File: config.mk
export PLATFORM = sky130hd
export DESIGN_NAME = valley_cot_seq
export DESIGN_NICKNAME = d
export VERILOG_FILES = /design/src/rtl/valley_seq_pkg.sv /design/src/rtl/valley_seq_timer.sv /design/src/rtl/valley_seq_ctrl.sv /design/src/rtl/valley_cot_seq.sv
export SDC_FILE = /design/constraint.sdc
export NUM_CORES = 1
export LEC_CHECK = 0
export ABC_AREA = 1
export ABC_CLOCK_PERIOD_IN_PS = 2880
export BUFFER_PORTS_ARGS = -buffer_cell sky130_fd_sc_hd__buf_4
export CAP_MARGIN = 30
export CORE_MARGIN = 5
export CORE_UTILIZATION = 40
export CTS_CLUSTER_SIZE = 28
export DETAILED_ROUTE_END_ITERATION = 10
export GPL_TIMING_DRIVEN = 0
export PLACE_DENSITY_LB_ADDON = 0.05
export SKIP_CTS_REPAIR_TIMING = 1
export SLEW_MARGIN = 20
export SYNTH_ARGS = -nofsm -noshare
export SYNTH_HDL_FRONTEND = slang
export SYNTH_HIERARCHICAL = 1
export SYNTH_SLANG_ARGS = --single-unit
File: constraint.sdc
create_clock -name clk -period 2.88 [get_ports clk]
set_input_delay 0.576 -clock clk [delete_from_list [all_inputs] [get_ports clk]]
set_output_delay 0.576 -clock clk [all_outputs]
set_load 0.02 [all_outputs]
File: src/rtl/valley_seq_pkg.sv
package valley_seq_pkg;

  typedef enum logic [2:0] {
    ST_IDLE,
    ST_DEAD_HL,
    ST_HIGH,
    ST_DEAD_LH,
    ST_MINOFF,
    ST_LOW,
    ST_NEG_OFF
  } seq_state_e;

  typedef enum logic [1:0] {
    TM_DEAD,
    TM_ON,
    TM_MINOFF,
    TM_RETRY
  } timer_sel_e;

  typedef struct packed {
    logic       load;
    timer_sel_e sel;
  } timer_cmd_t;

endpackage

File: src/rtl/valley_seq_timer.sv
module valley_seq_timer
  import valley_seq_pkg::*;
#(
  parameter int ON_CYCLES      = 20,
  parameter int MIN_OFF_CYCLES = 20,
  parameter int RETRY_CYCLES   = 20,
  parameter int DEAD_CYCLES    = 2
) (
  input  logic       clk,
  input  logic       rst_n,
  input  timer_cmd_t cmd,
  output logic       expired
);

  localparam int MAX_A  = (ON_CYCLES > MIN_OFF_CYCLES) ? ON_CYCLES : MIN_OFF_CYCLES;
  localparam int MAX_B  = (RETRY_CYCLES > DEAD_CYCLES) ? RETRY_CYCLES : DEAD_CYCLES;
  localparam int MAX_C  = (MAX_A > MAX_B) ? MAX_A : MAX_B;
  localparam int CW     = (MAX_C > 1) ? $clog2(MAX_C) : 1;

  logic [CW-1:0] count;
  logic [CW-1:0] reloadVal;

  // Load value is the duration minus one, so the state lasts exactly that many cycles
  always_comb begin
    unique case (cmd.sel)
      TM_DEAD:   reloadVal = CW'(DEAD_CYCLES - 1);
      TM_ON:     reloadVal = CW'(ON_CYCLES - 1);
      TM_MINOFF: reloadVal = CW'(MIN_OFF_CYCLES - 1);
      default:   reloadVal = CW'(RETRY_CYCLES - 1);
    endcase
  end

  always_ff @(posedge clk or negedge rst_n) begin
    if (!rst_n) begin
      count <= '0;
    end else if (cmd.load) begin
      count <= reloadVal;
    end else if (count != '0) begin
      count <= count - 1'b1;
    end
  end

  assign expired = (count == '0);

endmodule

File: src/rtl/valley_seq_ctrl.sv
module valley_seq_ctrl
  import valley_seq_pkg::*;
(
  input  logic       clk,
  input  logic       rst_n,
  input  logic       haltAll,
  input  logic       fbLow,
  input  logic       valleyOver,
  input  logic       negOver,
  input  logic       atTarget,
  input  logic       ccmMode,
  input  logic       expired,
  output timer_cmd_t cmd,
  output logic       hsOn,
  output logic       lsOn
);

  seq_state_e curState, nextState;
  logic       negMode, negModeNext;
  logic       startReq;

  // A new on-time needs the valley current under the limit; the target flag
  // only counts as a start request after a negative-limit retry
  assign startReq = !valleyOver && (fbLow || (negMode && atTarget));

  always_comb begin
    nextState = curState;
    unique case (curState)
      ST_IDLE:    if (startReq) nextState = ST_DEAD_HL;
      ST_DEAD_HL: if (expired)  nextState = ST_HIGH;
      ST_HIGH:    if (expired)  nextState = ST_DEAD_LH;
      ST_DEAD_LH: if (expired)  nextState = ST_MINOFF;
      ST_MINOFF:  if (expired)  nextState = startReq ? ST_DEAD_HL : ST_LOW;
      ST_LOW: begin
        if (startReq)                nextState = ST_DEAD_HL;
        else if (ccmMode && negOver) nextState = ST_NEG_OFF;
      end
      ST_NEG_OFF: if (expired)  nextState = ST_LOW;
      default:                  nextState = ST_IDLE;
    endcase
    if (haltAll) nextState = ST_IDLE;
  end

  always_comb begin
    negModeNext = negMode;
    if (nextState == ST_NEG_OFF)                              negModeNext = 1'b1;
    else if (nextState == ST_DEAD_HL || nextState == ST_IDLE) negModeNext = 1'b0;
  end

  always_comb begin
    cmd.load = (nextState != curState) && (nextState != ST_IDLE) && (nextState != ST_LOW);
    unique case (nextState)
      ST_HIGH:    cmd.sel = TM_ON;
      ST_MINOFF:  cmd.sel = TM_MINOFF;
      ST_NEG_OFF: cmd.sel = TM_RETRY;
      default:    cmd.sel = TM_DEAD;
    endcase
  end

  always_ff @(posedge clk or negedge rst_n) begin
    if (!rst_n) begin
      curState <= ST_IDLE;
      negMode  <= 1'b0;
    end else begin
      curState <= nextState;
      negMode  <= negModeNext;
    end
  end

  assign hsOn = (curState == ST_HIGH);
  assign lsOn = (curState == ST_MINOFF) || (curState == ST_LOW);

endmodule

File: src/rtl/valley_cot_seq.sv
module valley_cot_seq
  import valley_seq_pkg::*;
#(
  parameter int ON_CYCLES      = 20,
  parameter int MIN_OFF_CYCLES = 20,
  parameter int RETRY_CYCLES   = 20,
  parameter int DEAD_CYCLES    = 2
) (
  input  logic clk,
  input  logic rst_n,
  input  logic haltAll,
  input  logic fbLow,
  input  logic valleyOver,
  input  logic negOver,
  input  logic atTarget,
  input  logic ccmMode,
  output logic hsGate,
  output logic lsGate
);

  timer_cmd_t timerCmd;
  logic       timerExpired;
  logic       hsOn, lsOn;

  valley_seq_ctrl i_ctrl (
    .clk        (clk),
    .rst_n      (rst_n),
    .haltAll    (haltAll),
    .fbLow      (fbLow),
    .valleyOver (valleyOver),
    .negOver    (negOver),
    .atTarget   (atTarget),
    .ccmMode    (ccmMode),
    .expired    (timerExpired),
    .cmd        (timerCmd),
    .hsOn       (hsOn),
    .lsOn       (lsOn)
  );

  valley_seq_timer #(
    .ON_CYCLES      (ON_CYCLES),
    .MIN_OFF_CYCLES (MIN_OFF_CYCLES),
    .RETRY_CYCLES   (RETRY_CYCLES),
    .DEAD_CYCLES    (DEAD_CYCLES)
  ) i_timer (
    .clk     (clk),
    .rst_n   (rst_n),
    .cmd     (timerCmd),
    .expired (timerExpired)
  );

  // The disable input blanks the gates in the same cycle it is raised
  assign hsGate = hsOn && !haltAll;
  assign lsGate = lsOn && !haltAll;

endmodule

Word level (Yosys, flattened, before mapping) --
Cells that the tools add are included.
Cells by class: reduce and logical (&&, ||, !) cells 20, multiplexer cells 17, add/subtract/negate cells 1, equality and inequality tests 12
Operators by type and width (count):
- $mux 3 | 10
- $pmux 3 s7 | 1
- $eq 3x3->1 const B | 5
- $mux 5 | 3
- $eq 3x2->1 const B | 3
- $logic_and 1x1->1 | 7
- $eq 3x1->1 const B | 2
- $logic_not 3->1 | 2
- $pmux 2 s3 | 1
- $logic_not 5->1 | 1
- $reduce_bool 5->1 | 1
- $sub 5x1->5 const B | 1
- $reduce_bool 2->1 | 2
- $logic_or 1x1->1 | 3
- $ne 3x3->1 | 1
- $ne 3x3->1 const B | 1
- $reduce_bool 3->1 | 1
- $logic_not 1->1 | 2
- $logic_not 2->1 | 1
- $mux 1 | 2
Word-level totals: bits in registers 9, bits of input ports 8

Depth between registers and ports, before layout --
Gate-level depths: netlist of run 1.
depth in word-level cells 12, gate-level depth with buffers 18, depth with buffers taken out 18

Cells and area by module --
The synthesis of run 1 kept the hierarchy.
By module, submodules not included:
- valley_seq_ctrl | area an instance 382.9 um2, times used 1, cells an instance 65
- valley_seq_timer | area an instance 285.3 um2, times used 1, cells an instance 37
- valley_cot_seq | area an instance 15.0 um2, times used 1, cells an instance 4

Least setup slack after synthesis of run 1 --
No wires, ideal clock.
path kind register -> register, from reg i_timer.count[0], to reg i_timer.count[1], path slack 801 ps, buffers on the path 0, setup time 65 ps, data arrival time 2014 ps, cell stages (with the launch flop) 18, period minus slack after synthesis 2079 ps, cell sequence dfrtp_1 inv_1 ha_1 nand3_2 inv_1 nor2_1 a21oi_1 nand2_1 nand2_2 nand2_1 nand2_1 nand2_1 nor2_1 nor2_1 or2_2 nand2_1 nand2_1 nand2_1
RTL lines:
- start, declared | line valley_seq_timer.sv:20 | logic [CW-1:0] count;
- start signal, assigned | line valley_seq_timer.sv:37 | count <= reloadVal;
- start signal, assigned | line valley_seq_timer.sv:39 | count <= count - 1'b1;

==> results of run 1 <==
-- layout make-up --
cell class,instances,area (sq um)
Fill cell,189,871
Multi-Input combinational cell,80,390
Sequential cell,9,225
Timing Repair Buffer,9,67.6
Inverter,16,60.1
Clock buffer,3,22.5
Tap cell,17,21.3
Buffer,1,7.51
Clock inverter,1,5.00
-- synth_stat cells --
cell type	count	area, sq um
nand2_4	1	11.3
nand2_1	33	124
nand4_1	2	12.5
inv_1	13	48.8
o21ai_0	2	10.0
or2_2	2	12.5
nor3_1	3	15.0
nand3_2	1	10.0
nand2_2	2	12.5
nand3b_1	1	7.51
xor2_1	1	8.76
inv_2	3	11.3
o21ai_1	1	5.00
o21bai_2	1	11.3
dfrtp_1	9	225
nor2_1	10	37.5
ha_1	1	12.5
nor2_2	4	25.0
buf_4	1	7.51
a21oi_1	2	10.0
nand3_1	13	65.1
-- cell families after synthesis --
group           after synthesis  synth area share
flops                         9             0.330
simple gates                 72             0.487
buf+inv                      17            0.0989
xor+xnor                      1            0.0128
fa+ha+maj                     1            0.0183
compound gates                6            0.0531
-- per-stage QoR --
stage	instance area (sq um)	setup WS (ns)	util
after floorplan	683	0.801	-
after global placement	772	0.476	0.462
after detailed placement	772	0.457	0.462
after CTS	800	0.449	0.479
after global routing	800	0.148	0.479
final	800	0.424	0.479
-- where the power goes --
part           internal, mW  switching, mW  total, mW
sequential            0.167         0.0290      0.196
combinational         0.129          0.198      0.327
clock                0.0511         0.0438     0.0949
total                 0.348          0.271      0.618
-- critical path: cells and delay by family (launching register included) --
kind / cells / cell delay (ns)
compound gates: 1 / 0.09
fa+ha+maj: 1 / 0.27
buf+inv: 3 / 0.43
flops: 1 / 0.37
simple gates: 13 / 1.23
-- sequential cells by signal, indices dropped and copies added (netlist names) --
signal,count
i_ctrl/negMode,1
i_timer/count,5
i_ctrl/curState,3
-- final timing paths --
kind | to | depth (start not counted) | from | slack (ns)
worst min register to register | i_ctrl/negMode$_DFFE_PN0P_ | 2 | i_ctrl/negMode$_DFFE_PN0P_ | 0.50
worst max-delay path | i_timer/count[1]$_DFFE_PN0P_ | 18 | i_timer/count[0]$_DFFE_PN0P_ | 0.42
worst max register to register | i_timer/count[1]$_DFFE_PN0P_ | 18 | i_timer/count[0]$_DFFE_PN0P_ | 0.42
worst min-delay path | i_ctrl/curState[0]$_DFF_PN0_ | 1 | rst_n | 0.13
min in group clk | i_ctrl/negMode$_DFFE_PN0P_ | 2 | i_ctrl/negMode$_DFFE_PN0P_ | 0.50
max in group asynchronous | i_timer/count[2]$_DFFE_PN0P_ | 1 | rst_n | 2.62
-- layer usage --
| layer | vias to the layer above | GRT usage | part of all wire |
|---|---|---|---|
| met2 | 8 | 0.206 | 0.46 |
| met3 | 2 | 0.0496 | 0.044 |
| met1 | 289 | 0.146 | 0.48 |
| li1 | 364 | - | - |
| met5 | - | 0 | 0 |
| met4 | 0 | 0.0393 | 0.012 |
==> impl_metrics.toml, run 1 <==
[status]
status = "finished, final reports clean"

[route]
drc_errors = 0
vias_per_cell = 4.88
wl_mm = 1.38
num_vias = 663
firstDrtPassIters = 3
drt_iter0_markers = 8
antenna_left = 0
wl_per_cell_um = 10.1

[placed_design]
dp_hpwl_mm = 1.11
io_buffers = 9
gp_congestion = 0.740
dp_cells = 132

[layout]
nets = 129
syn2layout_area_growth_pct = 17.0
fin_cells = 136
layout_commonest_cell = "nand2_1"
drive_gt1_frac = 0.235
layout_common_cells = "33 x nand2_1, 13 x inv_1, 13 x nand3_1, 10 x nor2_1, 10 x buf_4"
n_antenna_cell = 0

[logic_synthesis]
yosys_register_bits = 9
ys_seq_area_frac = 0.330
yosysWarnings = 6
syn-instance-count = 106
syn_area_per_cell_sq_um = 6.44
synth_nets = 115
yosys.cell_types.count = 21
syn_area_sq_um = 683

[grt]
grt_pass1_vias = 608
grt_first_pass_wirelength_mm = 2.42
grt_max_degree = 10
overflow = 0
grt_usage = 0.124
antenna_found_initial = 0

[worst_setup_path]
slowest_stage = "dfrtp_1"
path_common_cell = "nand2_1"
start_kind = "flop"
cp.arrival_ns = 2.66
crit_chain = "inv_1, ha_1, nand3_2, inv_1, nand2_1, o21ai_0, nand2_1, nand2_1, nand2_2, nand2_1, nand2_1, nand2_1, nor2_1, nor2_1, inv_1, nand4_1, nand2_1, nand2_1"
worstPathRequired_ns = 3.08
cp-end-kind = "flop"
cp_max_fo = 5
cpPeakStageDelay_ns = 0.37
critPathKind = "reg2reg"

[die]
die_area_sq_um = 2630
fp-row-count = 15
die_w_um = 51.3
fp.coreArea_sq_um = 1670
start_util = 0.409
die_h_um = 51.3
io_pins = 10

[clock_tree]
cts_tree = "done"
numCtsBuffers = 3
cts_buffer_depth = 2
clock-sinks = 9
cts-root-buf = "clkbuf_4"
clkSlewWorstSetupHoldPaths_ns = 0.06
clock_latency_ns = 0.26
htreeDepth = 1

[sta]
holdWs_ns = 0.126
fin_crit_sh = 0.853
drv_slew = 0
fin_crit_ns = 2.46
tightest_slew_ns = 0.296
setup_tns_ns = 0
setup_violations = 0
rsz0062_at_grt = "no"
slew-limit-headroom = 0.802
max_freq_ghz = 0.407
hold_viol_final = 0
clock_skew_ns = 0.00476

[min_path]
holdCritPathClass = "in2async"

[power_and_ir_drop]
p_leak_nw = 0.457
p_total_mw = 0.618
peakVddDrop_uv = 333
p_per_area_nw_per_um2 = 773

[flow_run]
cap_violations = 0
Power figures use the tool's default switching activity.
==> run 2, diff against run 1 <==
ABC_CLOCK_PERIOD_IN_PS = 2000   (was 2880)
BUFFER_PORTS_ARGS = default   (was -buffer_cell sky130_fd_sc_hd__buf_4)
CORE_ASPECT_RATIO = 0.9   (was default)
DONT_BUFFER_PORTS = 1   (was default)
clock period = 2 ns   (was 2.88 ns; I/O delays follow)
==> impl_metrics.toml, run 2 (synthesis gave the netlist of run 1 again) <==
[sta]
rsz0062_at_grt = "yes"
fin_crit_sh = 1.04
setup_violations = 1
tightest_slew_ns = 0.438
setup_tns_ns = -0.0731
max_freq_ghz = 0.482
slew-limit-headroom = 0.707
hold_viol_final = 0
fin_ws_ns = -0.0731
drv_slew = 0
fin_crit_ns = 2.07
clock_skew_ns = 0.00422

[route]
drc_errors = 0
wl_per_cell_um = 11.7
drt_iter0_markers = 26
num_vias = 695
vias_per_cell = 4.83
wl_mm = 1.68
firstDrtPassIters = 4
antenna_left = 0

[power_and_ir_drop]
peakVddDrop_uv = 758
p_total_mw = 1.20
p_leak_nw = 0.488
p_per_area_nw_per_um2 = 1270

[worst_setup_path]
start_kind = "flop"
critPathKind = "reg2reg"
cp_max_fo = 5
cp.arrival_ns = 2.23
worstPathRequired_ns = 2.15
cp-end-kind = "flop"

[status]
violations = "negative setup slack"
status = "finished, violations left"

[clock_tree]
htreeDepth = 1
cts_tree = "done"
clkSlewWorstSetupHoldPaths_ns = 0.06
clock-sinks = 9
numCtsBuffers = 3
clock_latency_ns = 0.26
cts-root-buf = "clkbuf_4"
cts_buffer_depth = 2

[grt]
grt_usage = 0.121
overflow = 0
grt_pass1_vias = 534
antenna_found_initial = 0
grt_max_degree = 10
grt_first_pass_wirelength_mm = 2.26

[layout]
largestRegisters = "i_timer/count (5), i_ctrl/curState (3), i_ctrl/negMode (1)"
nFillCells = 163
largest_reg_flops = 5
n_antenna_cell = 0
syn2layout_area_growth_pct = 38.3
largest_register = "i_timer/count"
fin_cells = 144
layout_common_cells = "22 x nand2_1, 11 x nand2_2, 10 x inv_1, 10 x buf_4, 9 x dfrtp_1"
layout_commonest_cell = "nand2_1"
nets = 130
drive_gt1_frac = 0.442

[die]
start_util = 0.415
fp.coreArea_sq_um = 1650
fp-row-count = 14
die_h_um = 49.2
io_pins = 10
die_area_sq_um = 2640
die_w_um = 53.6

[placed_design]
dp_cells = 130
gp_congestion = 0.802
dp_hpwl_mm = 1.12
io_buffers = 0

[flow_run]
cap_violations = 0

[min_path]
holdCritPathClass = "in2reg"
## run 2: changes by cell type in the layout (fill, tap and decap cells not counted), sizes merged
cell	change
clkinv	-1
clkbuf	+1
dlygate4sd3	+1
## run 2: critical path, cell delays in order, from the launching register on
cell and delay (ns):
dfrtp_1 0.38, inv_2 0.10, ha_4 0.17, nand3_4 0.09
inv_6 0.10, nand2_4 0.06, nand2_4 0.06, nand3_2 0.06
nand3_2 0.08, nand2_2 0.07, buf_4 0.15, nand3_1 0.10
nand2_2 0.09, nor2_4 0.14, or2_4 0.14, nand2_1 0.04
nand2_1 0.06, nand2_1 0.05
## run 2: cell type report
class	instances	area (sq um)	share of cell area
tap	24	30.0	0.0318
buffer	1	7.51	0.00795
multi-input combinational	80	513	0.543
timing repair buffer	10	77.6	0.0821
inverter	16	65.1	0.0689
clock buffer	4	26.3	0.0278
sequential	9	225	0.238
## run 2: metrics by stage
stage | utilization | hold WS, ns | instance area (sq um) | worst slack [ns]
4_1_cts | 0.457 | -0.186 | 752 | -0.314
3_3_place_gp | 0.441 | 0.105 | 726 | -0.276
2_1_floorplan | - | 0.104 | 696 | 0.0204
5_1_grt | 0.574 | 0.175 | 945 | -0.162
6_report | 0.574 | 0.192 | 945 | -0.0731
3_5_place_dp | 0.441 | 0.105 | 726 | -0.280
## run 2: path summary, 6_finish.rpt
kind / cells past startpoint / slack [ns] / startpoint / end
max: 17 / -0.07 / i_timer/count[0]$_DFFE_PN0P_ / i_timer/count[1]$_DFFE_PN0P_
min: 1 / 0.19 / haltAll / i_ctrl/curState[0]$_DFF_PN0_
max reg2reg: 17 / -0.07 / i_timer/count[0]$_DFFE_PN0P_ / i_timer/count[1]$_DFFE_PN0P_
min reg2reg: 2 / 0.49 / i_ctrl/negMode$_DFFE_PN0P_ / i_ctrl/negMode$_DFFE_PN0P_
max in group asynchronous: 1 / 1.18 / rst_n / i_timer/count[1]$_DFFE_PN0P_
min in group asynchronous: 1 / 0.51 / rst_n / i_ctrl/curState[0]$_DFF_PN0_
## run 2: power by group
part | leakage [nW] | total [mW] | switching (mW) | internal [mW]
Clock | 0.0150 | 0.143 | 0.0659 | 0.0770
Sequential | 0.117 | 0.299 | 0.0584 | 0.241
Combinational | 0.356 | 0.754 | 0.418 | 0.336
## run 2: layer usage
metal / global-route usage / wire length [um] / up-vias / share of wire
li1: - / - / 361 / -
met1: 0.164 / 819 / 317 / 0.49
met4: 0.0638 / 27 / 0 / 0.016
met2: 0.153 / 764 / 12 / 0.45
met3: 0.0581 / 72 / 5 / 0.043
met5: 0 / 0 / - / 0
